**config.mk**
```make
export PLATFORM = sky130hd
export DESIGN_NAME = mtimer_irq
export DESIGN_NICKNAME = d
export VERILOG_FILES = /design/src/rtl/mtimer_pkg.sv /design/src/rtl/mtimer_prescale.sv /design/src/rtl/mtimer_count.sv /design/src/rtl/mtimer_cmpreg.sv /design/src/rtl/mtimer_arm.sv /design/src/rtl/mtimer_irq.sv
export SDC_FILE = /design/constraint.sdc
export NUM_CORES = 1
export LEC_CHECK = 0
export BUFFER_PORTS_ARGS = -buffer_cell sky130_fd_sc_hd__buf_4
export CAP_MARGIN = 5
export CORE_MARGIN = 3
export CORE_UTILIZATION = 50
export DETAILED_ROUTE_END_ITERATION = 16
export PLACE_DENSITY = 0.73
export SLEW_MARGIN = 15
export SYNTH_ARGS = -nofsm -noshare
export SYNTH_HDL_FRONTEND = slang
export SYNTH_SLANG_ARGS = --single-unit
```
**constraint.sdc**
```tcl
create_clock -name clk -period 11.9 [get_ports clk]
set_input_delay 3.57 -clock clk [delete_from_list [all_inputs] [get_ports clk]]
set_output_delay 3.57 -clock clk [all_outputs]
set_load 0.02 [all_outputs]
```
**src/rtl/mtimer_pkg.sv**
```systemverilog
package mtimer_pkg;
  localparam int unsigned CAUSE_W = 5;
  localparam logic [CAUSE_W-1:0] CAUSE_MACH_TIMER = 5'd7;

  typedef enum logic {
    HALF_LO = 1'b0,
    HALF_HI = 1'b1
  } cmp_half_e;
endpackage

```
**src/rtl/mtimer_prescale.sv**
```systemverilog
module mtimer_prescale #(
  parameter int unsigned DIV = 4
) (
  input  logic clk,
  input  logic rst_n,
  input  logic tick_i,
  output logic adv_o
);
  localparam int unsigned CW = (DIV > 1) ? $clog2(DIV) : 1;

  generate
    if (DIV <= 1) begin : g_pass
      logic unused_pass;
      assign unused_pass = &{1'b0, clk, rst_n};
      assign adv_o = tick_i;
    end else begin : g_div
      logic [CW-1:0] cnt_q;
      logic          last;
      assign last  = (cnt_q == CW'(DIV - 1));
      assign adv_o = tick_i && last;
      always_ff @(posedge clk) begin
        if (!rst_n) begin
          cnt_q <= '0;
        end else if (tick_i) begin
          cnt_q <= last ? '0 : cnt_q + 1'b1;
        end
      end
    end
  endgenerate
endmodule

```
**src/rtl/mtimer_count.sv**
```systemverilog
module mtimer_count #(
  parameter int unsigned TW = 64
) (
  input  logic          clk,
  input  logic          rst_n,
  input  logic          adv_i,
  output logic [TW-1:0] time_o
);
  logic [TW-1:0] time_q;

  always_ff @(posedge clk) begin
    if (!rst_n) begin
      time_q <= '0;
    end else if (adv_i) begin
      time_q <= time_q + 1'b1;
    end
  end

  assign time_o = time_q;
endmodule

```
**src/rtl/mtimer_cmpreg.sv**
```systemverilog
module mtimer_cmpreg
  import mtimer_pkg::*;
#(
  parameter int unsigned XLEN = 32,
  localparam int unsigned TW = 2 * XLEN
) (
  input  logic            clk,
  input  logic            rst_n,
  input  logic            wr_en,
  input  cmp_half_e       wr_half,
  input  logic [XLEN-1:0] wr_data,
  output logic [TW-1:0]   cmp_o
);
  logic [XLEN-1:0] half_q [2];

  for (genvar h = 0; h < 2; h++) begin : g_half
    always_ff @(posedge clk) begin
      if (!rst_n) begin
        half_q[h] <= '0;
      end else if (wr_en && (int'(wr_half) == h)) begin
        half_q[h] <= wr_data;
      end
    end
  end

  assign cmp_o = {half_q[1], half_q[0]};
endmodule

```
**src/rtl/mtimer_arm.sv**
```systemverilog
module mtimer_arm
  import mtimer_pkg::*;
#(
  parameter int unsigned XLEN = 32,
  localparam int unsigned TW = 2 * XLEN
) (
  input  logic               clk,
  input  logic               rst_n,
  input  logic               wr_en,
  input  logic               step_i,
  input  logic [TW-1:0]      cmp_i,
  input  logic [TW-1:0]      time_i,
  input  logic               ready_i,
  output logic               valid_o,
  output logic               is_int_o,
  output logic [CAUSE_W-1:0] cause_o,
  output logic [XLEN-1:0]    tval_o
);
  logic armed_q;
  logic valid_q;
  logic expired;
  logic fire;

  assign expired = (cmp_i < time_i);
  assign fire    = armed_q && step_i && expired && !wr_en;

  always_ff @(posedge clk) begin
    if (!rst_n) begin
      armed_q  <= 1'b0;
      valid_q  <= 1'b0;
      is_int_o <= 1'b0;
      cause_o  <= '0;
      tval_o   <= '0;
    end else if (wr_en) begin
      armed_q  <= 1'b1;
      valid_q  <= 1'b0;
      is_int_o <= 1'b0;
      cause_o  <= '0;
      tval_o   <= '0;
    end else if (fire) begin
      armed_q  <= 1'b0;
      valid_q  <= 1'b1;
      is_int_o <= 1'b1;
      cause_o  <= CAUSE_MACH_TIMER;
      tval_o   <= '0;
    end else if (valid_q && ready_i) begin
      valid_q  <= 1'b0;
      is_int_o <= 1'b0;
      cause_o  <= '0;
      tval_o   <= '0;
    end
  end

  assign valid_o = valid_q;
endmodule

```
**src/rtl/mtimer_irq.sv**
```systemverilog
module mtimer_irq
  import mtimer_pkg::*;
#(
  parameter int unsigned XLEN = 32,
  parameter int unsigned DIV  = 4
) (
  input  logic               clk,
  input  logic               rst_n,
  input  logic               tick_i,
  input  logic               step_i,
  input  logic               csr_we,
  input  logic               csr_sel,
  input  logic [XLEN-1:0]    csr_wdata,
  output logic [XLEN-1:0]    time_lo_o,
  output logic [XLEN-1:0]    time_hi_o,
  output logic               irq_valid,
  input  logic               irq_ready,
  output logic               irq_is_int,
  output logic [CAUSE_W-1:0] irq_cause,
  output logic [XLEN-1:0]    irq_tval
);
  localparam int unsigned TW = 2 * XLEN;

  logic          adv;
  logic [TW-1:0] time_w;
  logic [TW-1:0] cmp_w;

  mtimer_prescale #(.DIV(DIV)) u_pre (
    .clk(clk), .rst_n(rst_n), .tick_i(tick_i), .adv_o(adv)
  );

  mtimer_count #(.TW(TW)) u_cnt (
    .clk(clk), .rst_n(rst_n), .adv_i(adv), .time_o(time_w)
  );

  mtimer_cmpreg #(.XLEN(XLEN)) u_cmp (
    .clk(clk), .rst_n(rst_n), .wr_en(csr_we),
    .wr_half(cmp_half_e'(csr_sel)), .wr_data(csr_wdata), .cmp_o(cmp_w)
  );

  mtimer_arm #(.XLEN(XLEN)) u_arm (
    .clk(clk), .rst_n(rst_n), .wr_en(csr_we), .step_i(step_i),
    .cmp_i(cmp_w), .time_i(time_w), .ready_i(irq_ready),
    .valid_o(irq_valid), .is_int_o(irq_is_int), .cause_o(irq_cause),
    .tval_o(irq_tval)
  );

  assign time_lo_o = time_w[XLEN-1:0];
  assign time_hi_o = time_w[TW-1:XLEN];
endmodule

```
# Yosys cells after proc, flatten, opt, wreduce, memory -nomap -nowiden

Memories as Yosys holds them, arrays and structs flattened.
Index checks and enable logic that the tools add are counted.

Memory bits (writable): 64
Memories: 1
Input bits: 39
Register bits: 71

Memory list:

| name         | depth | width | read ports | clocked after Yosys merged registers in | write ports | RTL line            | source |
|---|---|---|---|---|---|---|---|
| u_cmp.half_q | 2     | 32    | 2          | 0                                       | 2           | mtimer_cmpreg.sv:14 | `logic [XLEN-1:0] half_q [2];` |

Multiplexer cells: 16
Reduce and logical (&&, ||, !) cells: 11
Eq/ne operators: 1
Bitwise logic cells: 4
Order comparisons: 1
Add/sub/neg operators: 2

Operator list:

| kind                  | number |
|---|---|
| $add 64x1->64 const B | 1 |
| $lt 64x64->1          | 1 |
| $mux 32               | 2 |
| $mux 1                | 11 |
| $logic_and 1x1->1     | 7 |
| $mux 3                | 2 |
| $reduce_bool 2->1     | 2 |
| $add 2x1->2 const B   | 1 |
| $eq 2x2->1 const B    | 1 |
| $mux 2                | 1 |
| $not 1->1             | 2 |
| $or 1x1->1            | 2 |
| $reduce_or 2->1       | 1 |
| $logic_not 1->1       | 1 |

# Depth between registers and ports, before layout

Gate-level depths: netlist of the first run.

Word-level depth: 6
Mapped depth: 9

# Cells and area by module

Synthesis of the first run repeated with hierarchy kept, for this count alone.

Cells, all modules: 783
Area, all modules: 7661.1 um^2

By module, submodules not included:

| module          | area an instance (um^2) | times used | cells an instance |
|---|---|---|---|
| mtimer_count    | 3129.3                  | 1          | 357 |
| mtimer_cmpreg   | 2462.4                  | 1          | 143 |
| mtimer_arm      | 1966.9                  | 1          | 274 |
| mtimer_prescale | 102.6                   | 1          | 9 |

# Least setup slack after synthesis of the first run

OpenSTA, ideal clock, no wires.

Path type: input port to flip-flop
Start: input csr_we
End: memory u_cmp.half_q[0][0], enable pin
Arrival time: 5.888 ns
Data required time: 11.434 ns
Cell stages on the path: 2
Slack: 5.547 ns
Path through: inv_1 > o21ai_0

RTL lines:

| what            | RTL line            | source |
|---|---|---|
| start, declared | mtimer_irq.sv:11    | `input logic csr_we,` |
| end, declared   | mtimer_cmpreg.sv:14 |  |

# Worst setup path in the final report of the first run

Start: input tick_i
End: register u_cnt.time_q[57] (netlist: u_cnt.time_o[57])

Word-level cells in the longest chain between the ends: 1

RTL lines:

| what                 | RTL line              | source |
|---|---|---|
| start, declared      | mtimer_irq.sv:9       | `input logic tick_i,` |
| $logic_and 1x1->1    | mtimer_prescale.sv:20 | `assign adv_o = tick_i && last;` |
| end signal, assigned | mtimer_count.sv:15    | `time_q <= time_q + 1'b1;` |
| end, declared        | mtimer_count.sv:9     | `logic [TW-1:0] time_q;` |

Every way passes these cells.
A chain may end at the register's enable or synchronous reset.

==> flow_metrics.env, run 1 <==
export IMPL_seq_power_share_pct=45.8
export IMPL_p_comb_share_pct=7.9
export IMPL_path_cells="buf_4 > nand3_2 > nor2_1 > and4_1 > nand3_1 > or4_1 > a21oi_1"
export IMPL_hold_buffers=0
export IMPL_startpoint_type="primary input"
export IMPL_path_clk_slew_ps=60
export IMPL_ant_nets=0
export IMPL_n_antenna_cell=0
export IMPL_rsz0062_at_grt="no"
export IMPL_synthSimpleGateAreaFrac_pct=22.4
export IMPL_min_period_ps=5690
export IMPL_wl_per_cell_um=15.5
export IMPL_first_pass_iters=5
export IMPL_grt_pass1_wl_um=26500
export IMPL_worst_slew_pin_slew_ps=1110
export IMPL_end_kind="flip-flop"
export IMPL_pre_cts_slack_ps=5800
export IMPL_postCtsSetupRepairBufs=0
export IMPL_peakVddDrop_v=0.000106
export IMPL_synth_top_family_by_area="simple AND/OR/NAND/NOR gates"
export IMPL_pin_count=142
export IMPL_layout_nets=965
export IMPL_synth_area_um2=7320
export IMPL_layout_commonest_cell="buf_4"
export IMPL_routed_via_density=5.31
export IMPL_reg2reg_depth=7
export IMPL_final_layout_size_suffix_gt1_share_pct=17.3
export IMPL_p_clk_share_pct=46.2
export IMPL_root_buffer="clkbuf_16"
export IMPL_portBuffers=107
export IMPL_fp_dieArea_um2=16100
export IMPL_die_y_um=127
export IMPL_cts_buffers=17
export IMPL_crit_type="in2reg"
export IMPL_die_w_um=127
export IMPL_synth_cell_type_count=47
export IMPL_fin_ws_ps=6210
export IMPL_grt_ovfl_total=0
export IMPL_most_common_layout_cells="buf_4 (113), and2_1 (70), dfxtp_1 (68), inv_1 (66), ha_1 (65)"
export IMPL_status="finished clean"
export IMPL_final_util_pct=61.8
export IMPL_p_switching_uw=244
export IMPL_num_rows=43
export IMPL_gp_congestion=0.838
export IMPL_cp_max_fo=17
export IMPL_clkLatencyLatePin_ps=410
export IMPL_drt_iter0_drc=434
export IMPL_critPathRequiredTime_ps=12240
export IMPL_switching_share_pct=22.2
export IMPL_hold_end="u_pre.g_div.cnt_q[1]"
export IMPL_hold_class="reg2reg"
export IMPL_report_final_slew_viol_count=0
export IMPL_grt_pass1_vias=5320
export IMPL_crit_reg2reg_capture="u_cnt.time_o[57]"
export IMPL_htree_levels=4
export IMPL_synthAdderAreaFrac_pct=11.1
export IMPL_dp_hpwl_um=12200
export IMPL_syn2layout_area_growth_pct=18.9
export IMPL_synth_compound_area_share_pct=7.55
export IMPL_coreArea_um2=14100
export IMPL_power_density_nw_per_um2=126
export IMPL_drt_total_wl_um=16400
export IMPL_leakagePower_nw=3.46
export IMPL_netlist_instances=757
export IMPL_r2r_slack_ps=8850
export IMPL_critPathSlowestCell="and4_1"
export IMPL_cpPeakStageDelay_ps=810
export IMPL_drv_cap=0
export IMPL_hold_violations=0
export IMPL_drc=0
export IMPL_cts_resized=0
export IMPL_slew_headroom_pct=25.4
export IMPL_syn_avg_cell_area_um2=9.68
export IMPL_hold_depth=2
export IMPL_cts_sinks=132
export IMPL_period_share_pct=47.8
export IMPL_ys_warn_count=0
export IMPL_ys_ff_latch=132
export IMPL_grt_use_total_pct=20.7
export IMPL_ys_seq_area_share_pct=44.8
export IMPL_worstReg2RegStart="u_pre.g_div.cnt_q[0]"
export IMPL_grt_start_max_net_pins=64
export IMPL_vias=5597
export IMPL_cp_arrival_ps=6020
export IMPL_fmax_ghz=0.176
export IMPL_synth_xor_area_share_pct=5.02
export IMPL_min_from="u_pre.g_div.cnt_q[1]"
export IMPL_antenna_found_initial=0
export IMPL_muxShareOfSynthArea_pct=0.273
export IMPL_initial_core_util_pct=52.0
export IMPL_finClkSkew_ps=8.83
export IMPL_setup_viol=0
export IMPL_cts_buffer_depth=2
export IMPL_cts_tree="yes"
export IMPL_p_int_uw=856
export IMPL_power_mw=1.10
export IMPL_tns_ps=0
[worst max-delay path, delay by kind of cell]
kind,cells,cell delay [ps]
simple gates,5,2170
compound gates,1,140
buf+inv,1,120
[routing by layer]
layer	wire, um	GRT usage, %
met5	0	0
met4	365	8.20
met3	932	3.51
met2	7210	31.5
met1	7880	29.5
[worst max-delay path by stage]
stage / start / endpoint / cells after the start
after floorplan: csr_we / u_cmp.half_q[0][0] / 2
after global placement: tick_i / u_cnt.time_o[57] / 7
after detailed placement: tick_i / u_cnt.time_o[57] / 7
after CTS: tick_i / u_cnt.time_o[57] / 7
after global routing: tick_i / u_cnt.time_o[57] / 7
final: tick_i / u_cnt.time_o[57] / 7
[per-stage QoR]
step | hold WS [ps] | cells | instance area [um2]
3_3_place_gp | 484 | 1022 | 8140
6_report | 511 | 1054 | 8710
4_1_cts | 519 | 1054 | 8710
2_1_floorplan | 465 | 790 | 7450
3_5_place_dp | 508 | 1022 | 8140
5_1_grt | 549 | 1054 | 8710
[kinds of logic (layout without fill, tap and decap cells)]
kind of cell             count (synthesis)  count (layout)
other                                    1              34
buffers and inverters                  128             212
multiplexers                             2               2
AO/OA/AOI/OAI                           96              96
AND/OR/NAND/NOR                        291             291
XOR/XNOR                                42              42
flip-flops                             132             132
adder cells (fa/ha/maj)                 65              65
[Yosys cell counts (all sizes together)]
| library cell | n | area share [%] |
|---|---|---|
| a22oi | 2 | 0.20 |
| clkbuf | 17 | 0.87 |
| buf | 44 | 4.4 |
| o2111ai | 2 | 0.24 |
| or2 | 1 | 0.085 |
| nor3 | 10 | 0.68 |
| xnor2 | 41 | 4.9 |
| nor2b | 1 | 0.085 |
| a21oi | 45 | 3.1 |
| conb | 1 | 0.051 |
| nor2 | 53 | 2.7 |
| or3 | 20 | 1.7 |
| a2bb2oi | 2 | 0.24 |
| a211oi | 2 | 0.20 |
| a311oi | 1 | 0.12 |
| mux2i | 2 | 0.27 |
| nand3 | 34 | 2.5 |
| dfxtp | 68 | 19 |
| ha | 65 | 11 |
| edfxtp | 64 | 26 |
| a221oi | 1 | 0.12 |
| o31ai | 3 | 0.31 |
| inv | 67 | 3.4 |
| nor4 | 7 | 1.2 |
| and4 | 8 | 0.96 |
| and3 | 4 | 0.34 |
| a2111o | 1 | 0.15 |
| o2111a | 1 | 0.15 |
| nand4 | 33 | 3.3 |
| nand2 | 43 | 2.2 |
| o21a | 2 | 0.20 |
| a2111oi | 2 | 0.24 |
| a21o | 2 | 0.20 |
| xor2 | 1 | 0.12 |
| or4 | 4 | 0.41 |
| nand2b | 2 | 0.17 |
| a21boi | 1 | 0.10 |
| o21ai | 29 | 2.0 |
| and2 | 71 | 6.1 |
[power by group through the flow]
| stage | Combinational (mW) | Sequential, mW | Clock [mW] |
|---|---|---|---|
| 6_report | 0.0872 | 0.504 | 0.509 |
| 5_1_grt | 0.0998 | 0.506 | 0.535 |
| 4_1_cts | 0.0878 | 0.504 | 0.514 |
| 3_5_place_dp | 0.0872 | 0.514 | 0 |
| 3_3_place_gp | 0.0853 | 0.514 | 0 |
| 2_1_floorplan | 0.0686 | 0.511 | 0 |
[flip-flops by register name (all words and copies together), names as in the netlist]
register	flops
u_cnt.time_o	64
u_arm.cause_o	1
u_arm.armed_q	1
u_pre.g_div.cnt_q	2
u_cmp.half_q	64
[area by class of cell]
cell class	count	area, um2
multi-input cells	530	3530
inverters	67	251
clock inverters	13	140
well taps	180	225
fillers	1194	5390
clock buffers	19	433
repair buffers	113	848
flip-flops and latches	132	3280
Note: power is estimated with default switching activity, not from simulation.
==> run 2, diff against run 1 <==
==> constraint.sdc (replaced) <==
create_clock -name clk -period 6 [get_ports clk]
set_input_delay 1.8 -clock clk [delete_from_list [all_inputs] [get_ports clk]]
set_output_delay 1.8 -clock clk [all_outputs]
set_load 0.02 [all_outputs]
==> run 2 against run 1 <==
  * Critical path type unchanged
  * Sequential share of layout area fell by 0.36 points
  * Clock-buffer cell count increased by 5
  * Register-to-register slack worse by 5800 ps
  * Clock power grew 120%
  * Non-clock buffer count is 1 higher
  * Combinational power rose by 100%
  * Largest power group unchanged
  * Setup slack worse by 3800 ps
  * Clock skew down 4.0 ps
==> flow_metrics.env, run 2 (same netlist as run 1, synthesis figures left out) <==
export IMPL_htree_levels=4
export IMPL_setup_viol=0
export IMPL_die_y_um=127
export IMPL_antenna_found_initial=0
export IMPL_fill_cells=1222
export IMPL_slew_headroom_pct=30.0
export IMPL_root_buffer="clkbuf_16"
export IMPL_grt_use_total_pct=21.4
export IMPL_grt_ovfl_total=0
export IMPL_vias=5677
export IMPL_dp_hpwl_um=12400
export IMPL_rsz0062_at_grt="no"
export IMPL_layout_nets=966
export IMPL_postCtsSetupRepairBufs=0
export IMPL_finClkSkew_ps=4.84
export IMPL_min_period_ps=3590
export IMPL_status="finished clean"
export IMPL_num_rows=43
export IMPL_fmax_ghz=0.279
export IMPL_routed_via_density=5.38
export IMPL_p_comb_share_pct=7.7
export IMPL_hold_violations=0
export IMPL_cts_sinks=132
export IMPL_grt_start_max_net_pins=36
export IMPL_cp_arrival_ps=3940
export IMPL_crit_path_frequent_cell="nand3_2"
export IMPL_switching_share_pct=21.4
export IMPL_hold_buffers=0
export IMPL_drt_iter0_drc=432
export IMPL_p_switching_uw=491
export IMPL_most_common_layout_cells="buf_4 (114), and2_1 (70), dfxtp_1 (68), inv_1 (66), ha_1 (65)"
export IMPL_syn2layout_area_growth_pct=20.1
export IMPL_report_final_slew_viol_count=0
export IMPL_initial_core_util_pct=52.0
export IMPL_crit_type="in2reg"
export IMPL_final_layout_size_suffix_gt1_share_pct=17.9
export IMPL_cpPeakStageDelay_ps=630
export IMPL_cts_buffer_depth=2
export IMPL_power_mw=2.29
export IMPL_seq_power_share_pct=43.7
export IMPL_drv_cap=0
export IMPL_tns_ps=0
export IMPL_clkLatencyLatePin_ps=420
export IMPL_grt_pass1_wl_um=27100
export IMPL_fp_dieArea_um2=16100
export IMPL_critPathSlowestCell="nor4_4"
export IMPL_drc=0
export IMPL_leakagePower_nw=3.51
export IMPL_cts_resized=0
export IMPL_portBuffers=107
export IMPL_startpoint_type="primary input"
export IMPL_end_kind="flip-flop"
export IMPL_cts_tree="yes"
export IMPL_fin_ws_ps=2410
export IMPL_drt_total_wl_um=16800
export IMPL_coreArea_um2=14100
export IMPL_critPathRequiredTime_ps=6350
export IMPL_pin_count=142
export IMPL_cp_max_fo=10
export IMPL_ant_nets=0
export IMPL_wl_per_cell_um=15.9
export IMPL_grt_pass1_vias=5439
export IMPL_p_clk_share_pct=48.6
export IMPL_period_share_pct=59.8
export IMPL_peakVddDrop_v=0.000211
export IMPL_cts_buffers=17
export IMPL_path_clk_slew_ps=50
export IMPL_pre_cts_slack_ps=2010
export IMPL_die_w_um=127
export IMPL_power_density_nw_per_um2=260
export IMPL_hold_class="reg2reg"
export IMPL_worst_slew_pin_slew_ps=1040
export IMPL_gp_congestion=0.808
export IMPL_path_cells="buf_4 > nand3_2 > or2_1 > nor4_4 > nand3_2 > or4_1 > a21oi_1"
export IMPL_layout_commonest_cell="buf_4"
export IMPL_p_int_mw=1.80
export IMPL_final_util_pct=62.4
export IMPL_n_antenna_cell=0
export IMPL_first_pass_iters=5
run 2: cell count changes in the layout (fill, tap and decap cells not counted):
| cell | previous run | this run |
|---|---|---|
| clkinv_2 | 4 | 5 |
| buf_4 | 113 | 114 |
| clkbuf_16 | 17 | 19 |
| clkinvlp_4 | 2 | 0 |
| clkinv_1 | 4 | 0 |
| clkbuf_1 | 2 | 1 |
| clkbuf_8 | 0 | 4 |
run 2: worst paths after layout:
kind                                      startpoint  slack, ps                    to  depth (start not counted)
worst max-delay path                          tick_i       2410      u_cnt.time_o[58]                          7
worst min-delay path            u_pre.g_div.cnt_q[1]        500  u_pre.g_div.cnt_q[1]                          2
worst max register to register      u_cnt.time_o[30]       3100      u_arm.cause_o[1]                          7
worst min register to register  u_pre.g_div.cnt_q[1]        500  u_pre.g_div.cnt_q[1]                          2
run 2: layout make-up:
| type | count | area (um2) | share of cell area (%) |
|---|---|---|---|
| repair buffers | 114 | 856 | 9.73 |
| inverters | 67 | 251 | 2.86 |
| clock inverters | 8 | 115 | 1.31 |
| multi-input cells | 530 | 3530 | 40.1 |
| well taps | 180 | 225 | 2.56 |
| flip-flops and latches | 132 | 3280 | 37.3 |
| clock buffers | 24 | 534 | 6.07 |
run 2: per-layer routing:
layer | global-route usage [%] | routed length (um)
met5 | 0 | 0
met4 | 8.01 | 336
met3 | 4.77 | 1140
met2 | 32.3 | 7400
met1 | 30.2 | 7910
run 2: power groups by stage:
| stage | logic [mW] | registers, mW | clock network, mW |
|---|---|---|---|
| final | 0.176 | 1.00 | 1.11 |
| after global routing | 0.199 | 1.00 | 1.17 |
| after CTS | 0.176 | 1.00 | 1.13 |
| after detailed placement | 0.173 | 1.02 | 0 |
| after global placement | 0.169 | 1.02 | 0 |
| after floorplan | 0.136 | 1.01 | 0 |
run 2: stage by stage:
step	std cells	hold slack [ps]	cell area, um2
floorplan	790	465	7450
global placement	1023	484	8150
detailed placement	1023	492	8150
CTS	1055	505	8790
global route	1055	546	8790
finish	1055	503	8790
run 2: critical path: cells and delay by family:
family                 cells  cell delay, ps
AND/OR/NAND/NOR            5            1870
AO/OA/AOI/OAI              1             140
buffers and inverters      1             120
==> run 3, diff against run 2 <==
==> constraint.sdc (replaced) <==
create_clock -name clk -period 3.8 [get_ports clk]
set_input_delay 1.14 -clock clk [delete_from_list [all_inputs] [get_ports clk]]
set_output_delay 1.14 -clock clk [all_outputs]
set_load 0.02 [all_outputs]
==> run 3 against run 2 <==
  * Utilization decreased by 0.34 points
  * Sequential cell count unchanged
  * Sequential power rose by 58%
  * Non-clock buffer count is 3 higher
  * Final area decreased by 0.54%
  * Via count fell by 0.11%
  * Sequential share of layout area grew 0.20 points
  * Clock power rose by 43%
  * Clock skew up 3.8 ps
  * Hold slack worse by 7.7 ps
  * Combinational power grew 59%
  * Critical path type is now reg2reg
  * Largest cell class unchanged
  * Highest routed layer unchanged
==> flow_metrics.env, run 3 (same netlist as run 1, synthesis figures left out) <==
export IMPL_fin_area_um2=8750
export IMPL_r2r_slack_ps=900
export IMPL_hold_class="reg2reg"
export IMPL_die_w_um=127
export IMPL_cts_resized=0
export IMPL_pin_count=142
export IMPL_layout_nets=969
export IMPL_slew_headroom_pct=34.8
export IMPL_setup_viol=0
export IMPL_grt_pass1_vias=5272
export IMPL_root_buffer="clkbuf_16"
export IMPL_syn2layout_area_growth_pct=19.4
export IMPL_fp_dieArea_um2=16100
export IMPL_hold_violations=0
export IMPL_htree_levels=4
export IMPL_hold_end="u_pre.g_div.cnt_q[1]"
export IMPL_fmax_ghz=0.345
export IMPL_period_share_pct=76.3
export IMPL_postPlaceCellArea_um2=8170
export IMPL_wl_per_cell_um=16.2
export IMPL_grt_use_total_pct=21.5
export IMPL_hold_depth=2
export IMPL_coreArea_um2=14100
export IMPL_num_rows=43
export IMPL_postCtsSetupRepairBufs=0
export IMPL_portBuffers=107
export IMPL_cp_arrival_ps=3150
export IMPL_startpoint_type="flip-flop"
export IMPL_drt_iter0_drc=505
export IMPL_min_from="u_pre.g_div.cnt_q[1]"
export IMPL_dp_hpwl_um=12900
export IMPL_drc=0
export IMPL_antenna_found_initial=0
export IMPL_worst_slew_pin_slew_ps=954
export IMPL_reg2reg_depth=7
export IMPL_routed_via_density=5.36
export IMPL_grt_start_max_net_pins=34
export IMPL_leakagePower_nw=3.49
export IMPL_end_kind="flip-flop"
export IMPL_report_final_slew_viol_count=0
export IMPL_die_y_um=127
export IMPL_min_period_ps=2900
export IMPL_cts_tree="yes"
export IMPL_worstReg2RegStart="u_cnt.time_o[30]"
export IMPL_cp_max_fo=5
export IMPL_layout_commonest_cell="buf_4"
export IMPL_drv_cap=0
export IMPL_gp_congestion=0.849
export IMPL_clkLatencyLatePin_ps=430
export IMPL_status="finished clean"
export IMPL_initial_core_util_pct=52.0
export IMPL_peakVddDrop_v=0.000327
export IMPL_power_density_nw_per_um2=394
export IMPL_drt_total_wl_um=17100
export IMPL_vias=5671
export IMPL_n_antenna_cell=0
export IMPL_rsz0062_at_grt="no"
export IMPL_finClkSkew_ps=8.69
export IMPL_tns_ps=0
export IMPL_crit_reg2reg_capture="u_arm.cause_o[1]"
export IMPL_grt_pass1_wl_um=27200
export IMPL_most_common_layout_cells="buf_4 (117), and2_1 (70), dfxtp_1 (68), inv_1 (66), ha_1 (65)"
export IMPL_final_layout_size_suffix_gt1_share_pct=18.2
export IMPL_path_clk_slew_ps=60
export IMPL_instances_no_fill=1058
export IMPL_place_inst=1026
export IMPL_ant_nets=0
export IMPL_crit_type="reg2reg"
export IMPL_grt_ovfl_total=0
export IMPL_first_pass_iters=5
export IMPL_cts_sinks=132
export IMPL_cts_buffers=17
export IMPL_hold_buffers=0
export IMPL_cts_buffer_depth=2
export IMPL_critPathRequiredTime_ps=4050
## run 3: worst max-delay path by stage
stage | from | endpoint | slack [ps] | cells past startpoint
after floorplan | csr_we | u_cmp.half_q[0][0] | 740 | 2
after global placement | tick_i | u_cnt.time_o[57] | 680 | 7
after detailed placement | tick_i | u_cnt.time_o[57] | 610 | 7
after CTS | u_cnt.time_o[1] | u_arm.cause_o[1] | 960 | 7
after global routing | u_cnt.time_o[30] | u_arm.cause_o[1] | 670 | 7
final | u_cnt.time_o[30] | u_arm.cause_o[1] | 900 | 7
## run 3: final cells by class
class | count | area, um2
fillers | 1219 | 5350
multi-input cells | 530 | 3530
flip-flops and latches | 132 | 3280
repair buffers | 117 | 878
clock buffers | 20 | 479
inverters | 67 | 251
well taps | 180 | 225
clock inverters | 12 | 100
## run 3: layer usage
metal | share of wire, % | global-route usage (%) | wire, um
met5 | 0 | 0 | 0
met2 | 45 | 32.8 | 7620
met4 | 2.0 | 7.70 | 343
met3 | 6.9 | 4.18 | 1180
met1 | 47 | 30.5 | 7980
## run 3: critical path, stage by stage, from the launching register on
cell and delay, ps:
dfxtp_1 390, inv_1 120, ha_1 340, nand4_1 190, or3_1 420, a2111oi_0 850, o2111a_1 310, a2111oi_0 100
## run 3: power breakdown
group	internal [mW]	switching, mW	total, mW
registers	1.56	0.0227	1.58
logic	0.112	0.168	0.280
clock network	0.972	0.614	1.59
## run 3: through the flow
stage,setup slack [ps],utilization [%],power [mW],hold WS [ps]
final,902,62.1,3.44,495
after global routing,675,62.1,3.57,550
after CTS,956,62.1,3.46,505
after detailed placement,608,57.9,1.89,493
after global placement,678,57.9,1.88,483
after floorplan,745,-,1.82,465
